`src/rtl/nax_pkg.sv`:
```
// Shared constants of the flash page address translator.
// Assumes 512-byte data sectors and a pages-per-block code offset of 5.
package nax_pkg;
    localparam int unsigned SECT_LOG2 = 9;
    localparam int unsigned SECT_BYTES = 1 << SECT_LOG2;
    localparam int unsigned PPB_BASE_LOG2 = 5;
    localparam int unsigned SECT_W = 10;
    localparam int unsigned NUM_CHIPS = 2;

    typedef enum logic {
        CHIP_LO = 1'b0,
        CHIP_HI = 1'b1
    } chip_e;
endpackage

```
`src/rtl/nax_row_map.sv`:
```
// Row mapper for one chip: passes the virtual row through, or in twin-plane
// mode spreads it over a pair of neighbouring physical blocks.
// Assumes pages per block is 2^(PPB_BASE_LOG2 + ppb_code); results wrap at ROW_W.
module nax_row_map #(
    parameter int ROW_W = 32,
    parameter int PPB_W = 3
) (
    input  logic [ROW_W-1:0] vrow,
    input  logic             two_plane,
    input  logic [PPB_W-1:0] ppb_code,
    output logic [ROW_W-1:0] prow_a,
    output logic [ROW_W-1:0] prow_b
);
    import nax_pkg::*;

    logic [ROW_W-1:0] ppb;
    logic [ROW_W-1:0] off_mask;
    logic [ROW_W-1:0] paired;

    // Block size and in-block offset mask from the encoded field.
    always_comb begin
        ppb      = ROW_W'(1) << (PPB_BASE_LOG2 + int'(ppb_code));
        off_mask = ppb - ROW_W'(1);
    end

    // Doubling the block index leaves a gap block for the second plane.
    always_comb begin
        paired = ((vrow & ~off_mask) << 1) | (vrow & off_mask);
    end

    // Select pass-through or paired rows.
    always_comb begin
        if (two_plane) begin
            prow_a = paired;
            prow_b = paired + ppb;
        end else begin
            prow_a = vrow;
            prow_b = vrow;
        end
    end
endmodule

```
`src/rtl/nax_col_map.sv`:
```
// Column mapper: scales a sector index by the per-chip sector footprint
// (data plus parity, halved across the two chips) and folds columns in the
// second plane back by one physical page.
// Assumes parity bytes per sector fit below 512 so the footprint fits SECT_W bits.
module nax_col_map #(
    parameter int COL_W  = 16,
    parameter int PAGE_W = 16,
    parameter int PAR_W  = 8,
    parameter int PCOL_W = COL_W + 10
) (
    input  logic [COL_W-1:0]  vcol,
    input  logic              sector_mode,
    input  logic              two_plane,
    input  logic [PAGE_W-1:0] page_bytes,
    input  logic [PAR_W-1:0]  parity_bytes,
    output logic [PCOL_W-1:0] pcol
);
    import nax_pkg::*;

    logic [SECT_W-1:0] sect_span;
    logic [PCOL_W-1:0] prod;
    logic [PCOL_W-1:0] inter;
    logic [PCOL_W-1:0] page_ext;

    // Bytes that one sector occupies across both chips.
    always_comb begin
        sect_span = SECT_W'(SECT_BYTES) + SECT_W'(parity_bytes);
        prod      = PCOL_W'(vcol) * PCOL_W'(sect_span);
    end

    // Intermediate column: halved sector footprint or raw byte offset.
    always_comb begin
        if (sector_mode) begin
            inter = prod >> 1;
        end else begin
            inter = PCOL_W'(vcol);
        end
    end

    // Second-plane fold against the physical page border.
    always_comb begin
        page_ext = PCOL_W'(page_bytes);
        if (two_plane && (inter >= page_ext)) begin
            pcol = inter - page_ext;
        end else begin
            pcol = inter;
        end
    end
endmodule

```
`src/rtl/nax_dma_calc.sv`:
```
// DMA start address: base plus whole sectors of the selected column when in
// sector mode, else the base alone. Assumes DMA_W >= COL_W; wraps at DMA_W.
module nax_dma_calc #(
    parameter int COL_W = 16,
    parameter int DMA_W = 32
) (
    input  logic [DMA_W-1:0] dma_base,
    input  logic [COL_W-1:0] col,
    input  logic [COL_W-1:0] dst_col,
    input  logic             copy_sel,
    input  logic             sector_mode,
    output logic [DMA_W-1:0] dma_start
);
    import nax_pkg::*;

    logic [COL_W-1:0] sel_col;
    logic [DMA_W-1:0] byte_off;

    // Pick the column whose sectors offset the transfer.
    always_comb begin
        sel_col  = copy_sel ? dst_col : col;
        byte_off = DMA_W'(sel_col) << SECT_LOG2;
    end

    // Apply the offset only for sector-indexed transfers.
    always_comb begin
        dma_start = sector_mode ? (dma_base + byte_off) : dma_base;
    end
endmodule

```
`src/rtl/nand_addr_xlate.sv`:
```
// Top of the flash page address translator. Captures one request per
// in_valid strobe and presents the translated rows, columns and DMA start on
// registers one cycle later with out_valid. Outputs hold between requests.
// Assumes the configuration inputs are stable while in_valid is high.
module nand_addr_xlate #(
    parameter int ROW_W  = 32,
    parameter int COL_W  = 16,
    parameter int DMA_W  = 32,
    parameter int PAGE_W = 16,
    parameter int PPB_W  = 3,
    parameter int PAR_W  = 8,
    localparam int PCOL_W = COL_W + 10
) (
    input  logic              clk,
    input  logic              rst_n,
    input  logic              in_valid,
    input  logic [ROW_W-1:0]  row_lo,
    input  logic [ROW_W-1:0]  row_hi,
    input  logic [COL_W-1:0]  col,
    input  logic [COL_W-1:0]  dst_col,
    input  logic [DMA_W-1:0]  dma_base,
    input  logic              sector_mode,
    input  logic              two_plane,
    input  logic              copy_sel,
    input  logic [PAGE_W-1:0] page_bytes,
    input  logic [PPB_W-1:0]  ppb_code,
    input  logic [PAR_W-1:0]  parity_bytes,
    output logic              out_valid,
    output logic [ROW_W-1:0]  prow_lo_a,
    output logic [ROW_W-1:0]  prow_lo_b,
    output logic [ROW_W-1:0]  prow_hi_a,
    output logic [ROW_W-1:0]  prow_hi_b,
    output logic [PCOL_W-1:0] pcol,
    output logic [PCOL_W-1:0] pdst_col,
    output logic [DMA_W-1:0]  dma_start
);
    import nax_pkg::*;

    logic [ROW_W-1:0]  vrow   [NUM_CHIPS];
    logic [ROW_W-1:0]  nrow_a [NUM_CHIPS];
    logic [ROW_W-1:0]  nrow_b [NUM_CHIPS];
    logic [COL_W-1:0]  vcols  [2];
    logic [PCOL_W-1:0] ncols  [2];
    logic [DMA_W-1:0]  ndma;

    // Route each chip's virtual row to its mapper.
    always_comb begin
        vrow[CHIP_LO] = row_lo;
        vrow[CHIP_HI] = row_hi;
        vcols[0]      = col;
        vcols[1]      = dst_col;
    end

    // One row mapper per chip.
    for (genvar c = 0; c < NUM_CHIPS; c++) begin : g_chip
        nax_row_map #(
            .ROW_W (ROW_W),
            .PPB_W (PPB_W)
        ) u_row (
            .vrow      (vrow[c]),
            .two_plane (two_plane),
            .ppb_code  (ppb_code),
            .prow_a    (nrow_a[c]),
            .prow_b    (nrow_b[c])
        );
    end

    // One column mapper each for source and destination columns.
    for (genvar k = 0; k < 2; k++) begin : g_col
        nax_col_map #(
            .COL_W  (COL_W),
            .PAGE_W (PAGE_W),
            .PAR_W  (PAR_W),
            .PCOL_W (PCOL_W)
        ) u_col (
            .vcol         (vcols[k]),
            .sector_mode  (sector_mode),
            .two_plane    (two_plane),
            .page_bytes   (page_bytes),
            .parity_bytes (parity_bytes),
            .pcol         (ncols[k])
        );
    end

    nax_dma_calc #(
        .COL_W (COL_W),
        .DMA_W (DMA_W)
    ) u_dma (
        .dma_base    (dma_base),
        .col         (col),
        .dst_col     (dst_col),
        .copy_sel    (copy_sel),
        .sector_mode (sector_mode),
        .dma_start   (ndma)
    );

    // Output register stage: load on strobe, hold otherwise.
    always_ff @(posedge clk) begin
        if (!rst_n) begin
            out_valid <= 1'b0;
            prow_lo_a <= '0;
            prow_lo_b <= '0;
            prow_hi_a <= '0;
            prow_hi_b <= '0;
            pcol      <= '0;
            pdst_col  <= '0;
            dma_start <= '0;
        end else begin
            out_valid <= in_valid;
            if (in_valid) begin
                prow_lo_a <= nrow_a[CHIP_LO];
                prow_lo_b <= nrow_b[CHIP_LO];
                prow_hi_a <= nrow_a[CHIP_HI];
                prow_hi_b <= nrow_b[CHIP_HI];
                pcol      <= ncols[0];
                pdst_col  <= ncols[1];
                dma_start <= ndma;
            end
        end
    end
endmodule

```
`config.mk`:
```
export PLATFORM = sky130hd
export DESIGN_NAME = nand_addr_xlate
export DESIGN_NICKNAME = d
export VERILOG_FILES = /design/src/rtl/nax_pkg.sv /design/src/rtl/nax_row_map.sv /design/src/rtl/nax_col_map.sv /design/src/rtl/nax_dma_calc.sv /design/src/rtl/nand_addr_xlate.sv
export SDC_FILE = /design/constraint.sdc
export NUM_CORES = 1
export LEC_CHECK = 0
export CAP_MARGIN = 25
export CORE_ASPECT_RATIO = 0.5
export CORE_MARGIN = 4
export CORE_UTILIZATION = 36
export CTS_BUF_LIST = sky130_fd_sc_hd__clkbuf_16
export DETAILED_ROUTE_END_ITERATION = 10
export HOLD_SLACK_MARGIN = 0.15
export PLACE_DENSITY_LB_ADDON = 0.3
export SYNTH_ARGS = -nofsm -noshare
export SYNTH_HDL_FRONTEND = slang
export SYNTH_SLANG_ARGS = --single-unit
```
`constraint.sdc`:
```
create_clock -name clk -period 25.6 [get_ports clk]
set_input_delay 5.12 -clock clk [delete_from_list [all_inputs] [get_ports clk]]
set_output_delay 5.12 -clock clk [all_outputs]
set_load 0.05 [all_outputs]
```
---- Word level (Yosys, flattened, before mapping) ----
Index checks and enable logic that the tools add are counted.
storage, ports and cells
  register bits after elaboration ......... 213
  word-level logic and storage cells ...... 40
  bits of input ports ..................... 161
  output and inout port bits .............. 213
cells by class
  bitwise logic cells ..................... 7
  shift-type cells ........................ 1
  $add $sub $neg .......................... 8
  $lt $le $gt $ge ......................... 2
  reductions and logical operators ........ 2
  muxes and demuxes ....................... 10
  $mul .................................... 2
operator list
  kind                                                count
  two-way mux 32 bit                                  5
  adder 32 bit                                        2
  AND 32 bit                                          2
  OR 32 bit                                           2
  AND 31 bit                                          2
  multiplier 16 x 10 -> 26 bit                        2
  two-way mux 26 bit                                  2
  subtractor 25 x 16 -> 26 bit                        2
  >= comparator 25 x 16 -> 1 bit                      2
  two-way mux 25 bit                                  2
  adder 32 x 25 -> 32 bit                             1
  << shifter 1 x 32 -> 32 bit, first input constant   1
  subtractor 32 x 1 -> 32 bit, second input constant  1
  NOT 31 bit                                          1
  two-way mux 16 bit                                  1
  adder 10 x 8 -> 10 bit, first input constant        1
  adder 3 x 3 -> 4 bit, first input constant          1
  logical AND 1 bit                                   2

---- Depth between registers and ports, before layout ----
  depth in word-level cells ............... 8
  mapped depth ............................ 32
  depth with buffers taken out ............ 29

---- Cells and area by module ----
From an unflattened synthesis, not the netlist that was laid out.
second synthesis, totals
  cell total of the unflattened synthesis .. 3080
  area, all modules ....................... 26878.3 sq um
by module, submodules not included
  module                         cells each  area an instance (sq um)  seq. area each (sq um)  times used
  nand_addr_xlate                685         8105.3                    4264.1                  1
  nax_col_map at g_col[1].u_col  786         6551.3                    0.0                     1
  nax_col_map at g_col[0].u_col  781         6386.1                    0.0                     1
  nax_row_map                    316         2169.6                    0.0                     2
  nax_dma_calc                   196         1496.4                    0.0                     1

---- Worst setup path after synthesis ----
OpenSTA, ideal clock, no wires.
  path kind ............................... in2reg
  start ................................... input port parity_bytes[1]
  end ..................................... register pcol[15]
  arrival ................................. 11.998 ns
  cell stages on the path ................. 31
  setup time .............................. 0.132 ns
  setup slack ............................. 13.469 ns
  buffers on the path ..................... 2
  required time ........................... 25.468 ns
  path through ............................ clkbuf_1 -> nand2_1 -> fa_1 -> inv_1 -> fa_1 -> inv_1 -> fa_1 -> inv_1 -> fa_1 -> inv_1 -> fa_1 -> inv_1 -> ha_1 -> o21a_1 -> nor2_1 -> nor2_1 -> a21boi_0 -> xnor2_1 -> mux2_2 -> ha_1 -> a21o_1 -> a21o_1 -> a221oi_1 -> o21ai_0 -> a21o_1 -> nand2_1 -> nand2_1 -> o41ai_4 -> buf_6 -> mux2i_1 -> a21oi_1
on the way
  longest elaborated chain between the ends .. 6
  elaborated cells on any way between the ends .. 7
  those cells by class .................... add/sub: 2; mul: 1; order compare: 1; mux: 2; reduce/logical: 1
ends and longest elaborated chain
  what                              RTL line                source
  start, declared                   nand_addr_xlate.sv:27   input logic [PAR_W-1:0] parity_bytes,
  adder 10 x 8 -> 10 bit (*)        nax_col_map.sv:27       sect_span = SECT_W'(SECT_BYTES) + SECT_W'(parity_bytes);
  multiplier 16 x 10 -> 26 bit (*)  nax_col_map.sv:28       prod = PCOL_W'(vcol) * PCOL_W'(sect_span);
  two-way mux 25 bit (*)            nax_col_map.sv:33       if (sector_mode) begin
  >= comparator 25 x 16 -> 1 bit    nax_col_map.sv:43       if (two_plane && (inter >= page_ext)) begin
  logical AND 1 bit                 nax_col_map.sv:43
  two-way mux 26 bit (*)            nax_col_map.sv:43
  end signal, assigned              nand_addr_xlate.sv:115  pcol <= ncols[0];
  end, declared                     nand_addr_xlate.sv:33   output logic [PCOL_W-1:0] pcol,
Mark *: on every way between the ends. The rest lies on a longest branch, timed or not.
A chain may end at the register's enable or synchronous reset.

---- Worst setup path after layout ----
  start ................................... input port dst_col[6]
  end ..................................... register pdst_col[2]
on the way
  longest elaborated chain between the ends .. 5
ends and longest elaborated chain
  what                                RTL line                source
  start, declared                     nand_addr_xlate.sv:20   input logic [COL_W-1:0] dst_col,
  multiplier 16 x 10 -> 26 bit        nax_col_map.sv:28
  two-way mux 25 bit (*)              nax_col_map.sv:33
  >= comparator 25 x 16 -> 1 bit (*)  nax_col_map.sv:43
  logical AND 1 bit (*)               nax_col_map.sv:43
  two-way mux 26 bit (*)              nax_col_map.sv:43
  end signal, assigned                nand_addr_xlate.sv:116  pdst_col <= ncols[1];
  end, declared                       nand_addr_xlate.sv:34   output logic [PCOL_W-1:0] pdst_col,
Marked as above.

==> impl_metrics.tcl <==
set metrics [dict create \
    cts_max_path_buffers 3 \
    track_usage 0.225 \
    worstSkewPairLatency_ns 0.53 \
    drive_gt1_frac 0.0412 \
    final_antenna_net_count 0 \
    critPathMaxFanout 20 \
    die-area_um2 72000 \
    port_buffers 373 \
    grt_remaining_overflow 0 \
    cts_setup_buffers 0 \
    finalPower_mw 3.27 \
    synth.cell_area_um2 24300 \
    synth_warnings 0 \
    report.final.slew_viol_count 0 \
    fin_crit_ns 12.97 \
    antenna_found_initial 3 \
    synth-edff-count 0 \
    syn_inst 2999 \
    worstPathRequired_ns 26.02 \
    numCtsBuffers 25 \
    worst_hold_slack_ns 0.461 \
    htreeDepth 1 \
    r2r_cells 3 \
    rsz0062_at_grt "false" \
    hold_end "prow_hi_b[23]" \
    final-seq-area_um2 4260 \
    cts_tree "built" \
    nets 3848 \
    avgSynthCellArea_um2 8.11 \
    cts_resized 0 \
    fp.dieH_um 192 \
    ys_top_cells_by_area "dfxtp_1 18%, fa_1 16%, ha_1 12%, nand2_1 4.8%, a21oi_1 4.4%" \
    p_int_mw 1.51 \
    cp-start-kind "input pin" \
    syn_to_final_growth_pct 21.1 \
    crit_family "adder cells" \
    fp-row-count 67 \
    dpl.hpwl_um 64900 \
    hold_buffers 0 \
    synth_area_leader_cell "dfxtp_1" \
    dr.pass1.iters 5 \
    holdCritStartpoint "prow_hi_b[23]" \
    multi_input_area_um2 18500 \
    cp.buffers_inverters 6 \
    drc 0 \
    vias 22678 \
    p_sw_frac 0.537 \
    switchingPower_mw 1.76 \
    start_util 0.364 \
    p_seq_frac 0.124 \
    grt_max_degree 78 \
    finClkSkew_ns 0 \
    cts_root_buf "clkbuf_16" \
    synth_ff_type "dfxtp_1" \
    leakage_nw 13.0 \
    finalWorstSetupSlack_ns 12.63 \
    die_w_um 376 \
    fillers 6725 \
    vdd_drop_max_mv 0.0684 \
    powerDensity_nw_per_um2 111 \
    hold_depth 1 \
    crit_arrival_ns 13.39 \
    clock-sinks 213 \
    drt_iter0_drc 1631 \
    wl_per_cell_um 20.0 \
    synth_seq_cells 213 \
    ys_seq_area_frac 0.175 \
    clkPwrFrac 0.099 \
    finish.utilization 0.440 \
    finalHoldViolations 0 \
    ff2ff_setup_slack_ns 24.66 \
    io_pins 374 \
    fin_crit_sh 0.507 \
    core_area_um2 66900 \
    max_freq_mhz 77.1 \
    worstSetupPathType "input pin to flip-flop" \
    maxSlewHeadroom 0.290 \
    critical_path.max_stage_delay_ns 0.86 \
    hold_path_class "flip-flop to flip-flop" \
    async_flop_share 0 \
    ys_types 82 \
    grt_pass1_vias 21852 \
    dp_slack_ns 12.19 \
    gp_congestion 0.950 \
    cp_slowest_cell "clkdlybuf4s50_1" \
    worstSetupEndpointType "flip-flop" \
    grt_pass1_wl_um 129000 \
    drt-total-wl_um 83500 \
    viasPerCell 5.42 \
    tightest_slew_ns 1.06 \
    max_cap_viol_count 0 \
    path_clk_slew_ns 0.06 \
    synth_top_area_frac 0.175 \
    r2r-start "pdst_col[13]" \
    setup_viol 0 \
    r2r_end "pdst_col[13]" \
    tns_ns 0 \
    status "completed" \
    comb_power_share 0.777 \
]
## cells in the mapped netlist (all sizes together), types with 10 or more instances
library cell,number
nand2,312
inv,242
ha,226
nor2,220
a21oi,216
dfxtp,213
fa,195
o21ai,169
clkbuf,154
and2,148
mux2i,88
xnor2,86
a211oi,71
nand3,70
nor3,54
a21o,51
xor2,40
mux2,39
a31oi,34
nor2b,30
and3,27
o21a,24
o211ai,23
buf,22
nand4,21
nand2b,19
or2,13
or3,13
a31o,12
o21bai,12
a311oi,11
a221oi,10
## logic make-up after synthesis
group / synth area share
AND/OR/NAND/NOR: 0.191
AO/OA/AOI/OAI: 0.191
adder cells (fa/ha/maj): 0.277
buffers and inverters: 0.0656
flip-flops: 0.175
multiplexers: 0.0544
XOR/XNOR: 0.0454
other: 0.000309
## power groups by stage
stage               sequential [mW]  combinational, mW  clock (mW)
floorplan                     0.564               1.68           0
global placement              0.411               2.49           0
detailed placement            0.412               2.49           0
CTS                           0.405               2.51       0.336
global route                  0.409               2.78       0.348
finish                        0.404               2.54       0.325
## worst register-to-register path, cell delays in order (launching register included)
cell	delay, ns
dfxtp_1	0.32
nor2_1	0.04
nor2_1	0.24
o311a_1	0.27
## metal layers
| layer | GRT usage | routed length, µm | vias up |
|---|---|---|---|
| met2 | 0.385 | 39800 | 600 |
| met3 | 0.0176 | 3470 | 117 |
| met1 | 0.306 | 37600 | 11090 |
| li1 | - | - | 10871 |
| met4 | 0.0634 | 2540 | 0 |
| met5 | 0 | 0 | - |
## sequential cells by signal, indices dropped and copies added (netlist names)
signal / count
out_valid: 1
prow_lo_b: 32
pdst_col: 26
pcol: 26
prow_hi_b: 32
dma_start: 32
prow_hi_a: 32
prow_lo_a: 32
## layout by cell type, fill, tap and decap left out, drive strengths merged, types with 70 or more instances in the layout
cell type      instances
nand2                312
dfxtp                213
a211oi                71
nor2                 220
a21oi                216
inv                  250
nand3                 70
clkdlybuf4s50        369
mux2i                 88
ha                   226
xnor2                 86
o21ai                169
fa                   195
and2                 148
## metrics by stage
stage / cells / area [µm²]
after CTS: 4177 / 29400
after detailed placement: 4136 / 28700
after global placement: 4136 / 28700
after global routing: 4180 / 29400
after floorplan: 3019 / 24400
final: 4182 / 29500
## area by class of cell
class                           instances  area share
Multi-Input combinational cell       2386       0.629
Sequential cell                       213       0.145
Timing Repair Buffer                  396       0.132
Tap cell                              897      0.0381
Inverter                              244      0.0312
Clock buffer                           25      0.0212
Clock inverter                         16     0.00246
Antenna cell                            5    0.000425
## how the worst max path moves through the flow
stage	slack [ns]	cells after the start	to	startpoint
after global routing	12.13	26	pdst_col[10]	dst_col[13]
after CTS	12.74	27	pdst_col[2]	parity_bytes[1]
after detailed placement	12.19	31	pdst_col[8]	parity_bytes[1]
after floorplan	13.47	31	pcol[15]	parity_bytes[1]
final	12.63	27	pdst_col[2]	dst_col[6]
after global placement	12.27	25	pdst_col[2]	dst_col[9]
No activity file was read; power rests on OpenSTA's default activity.
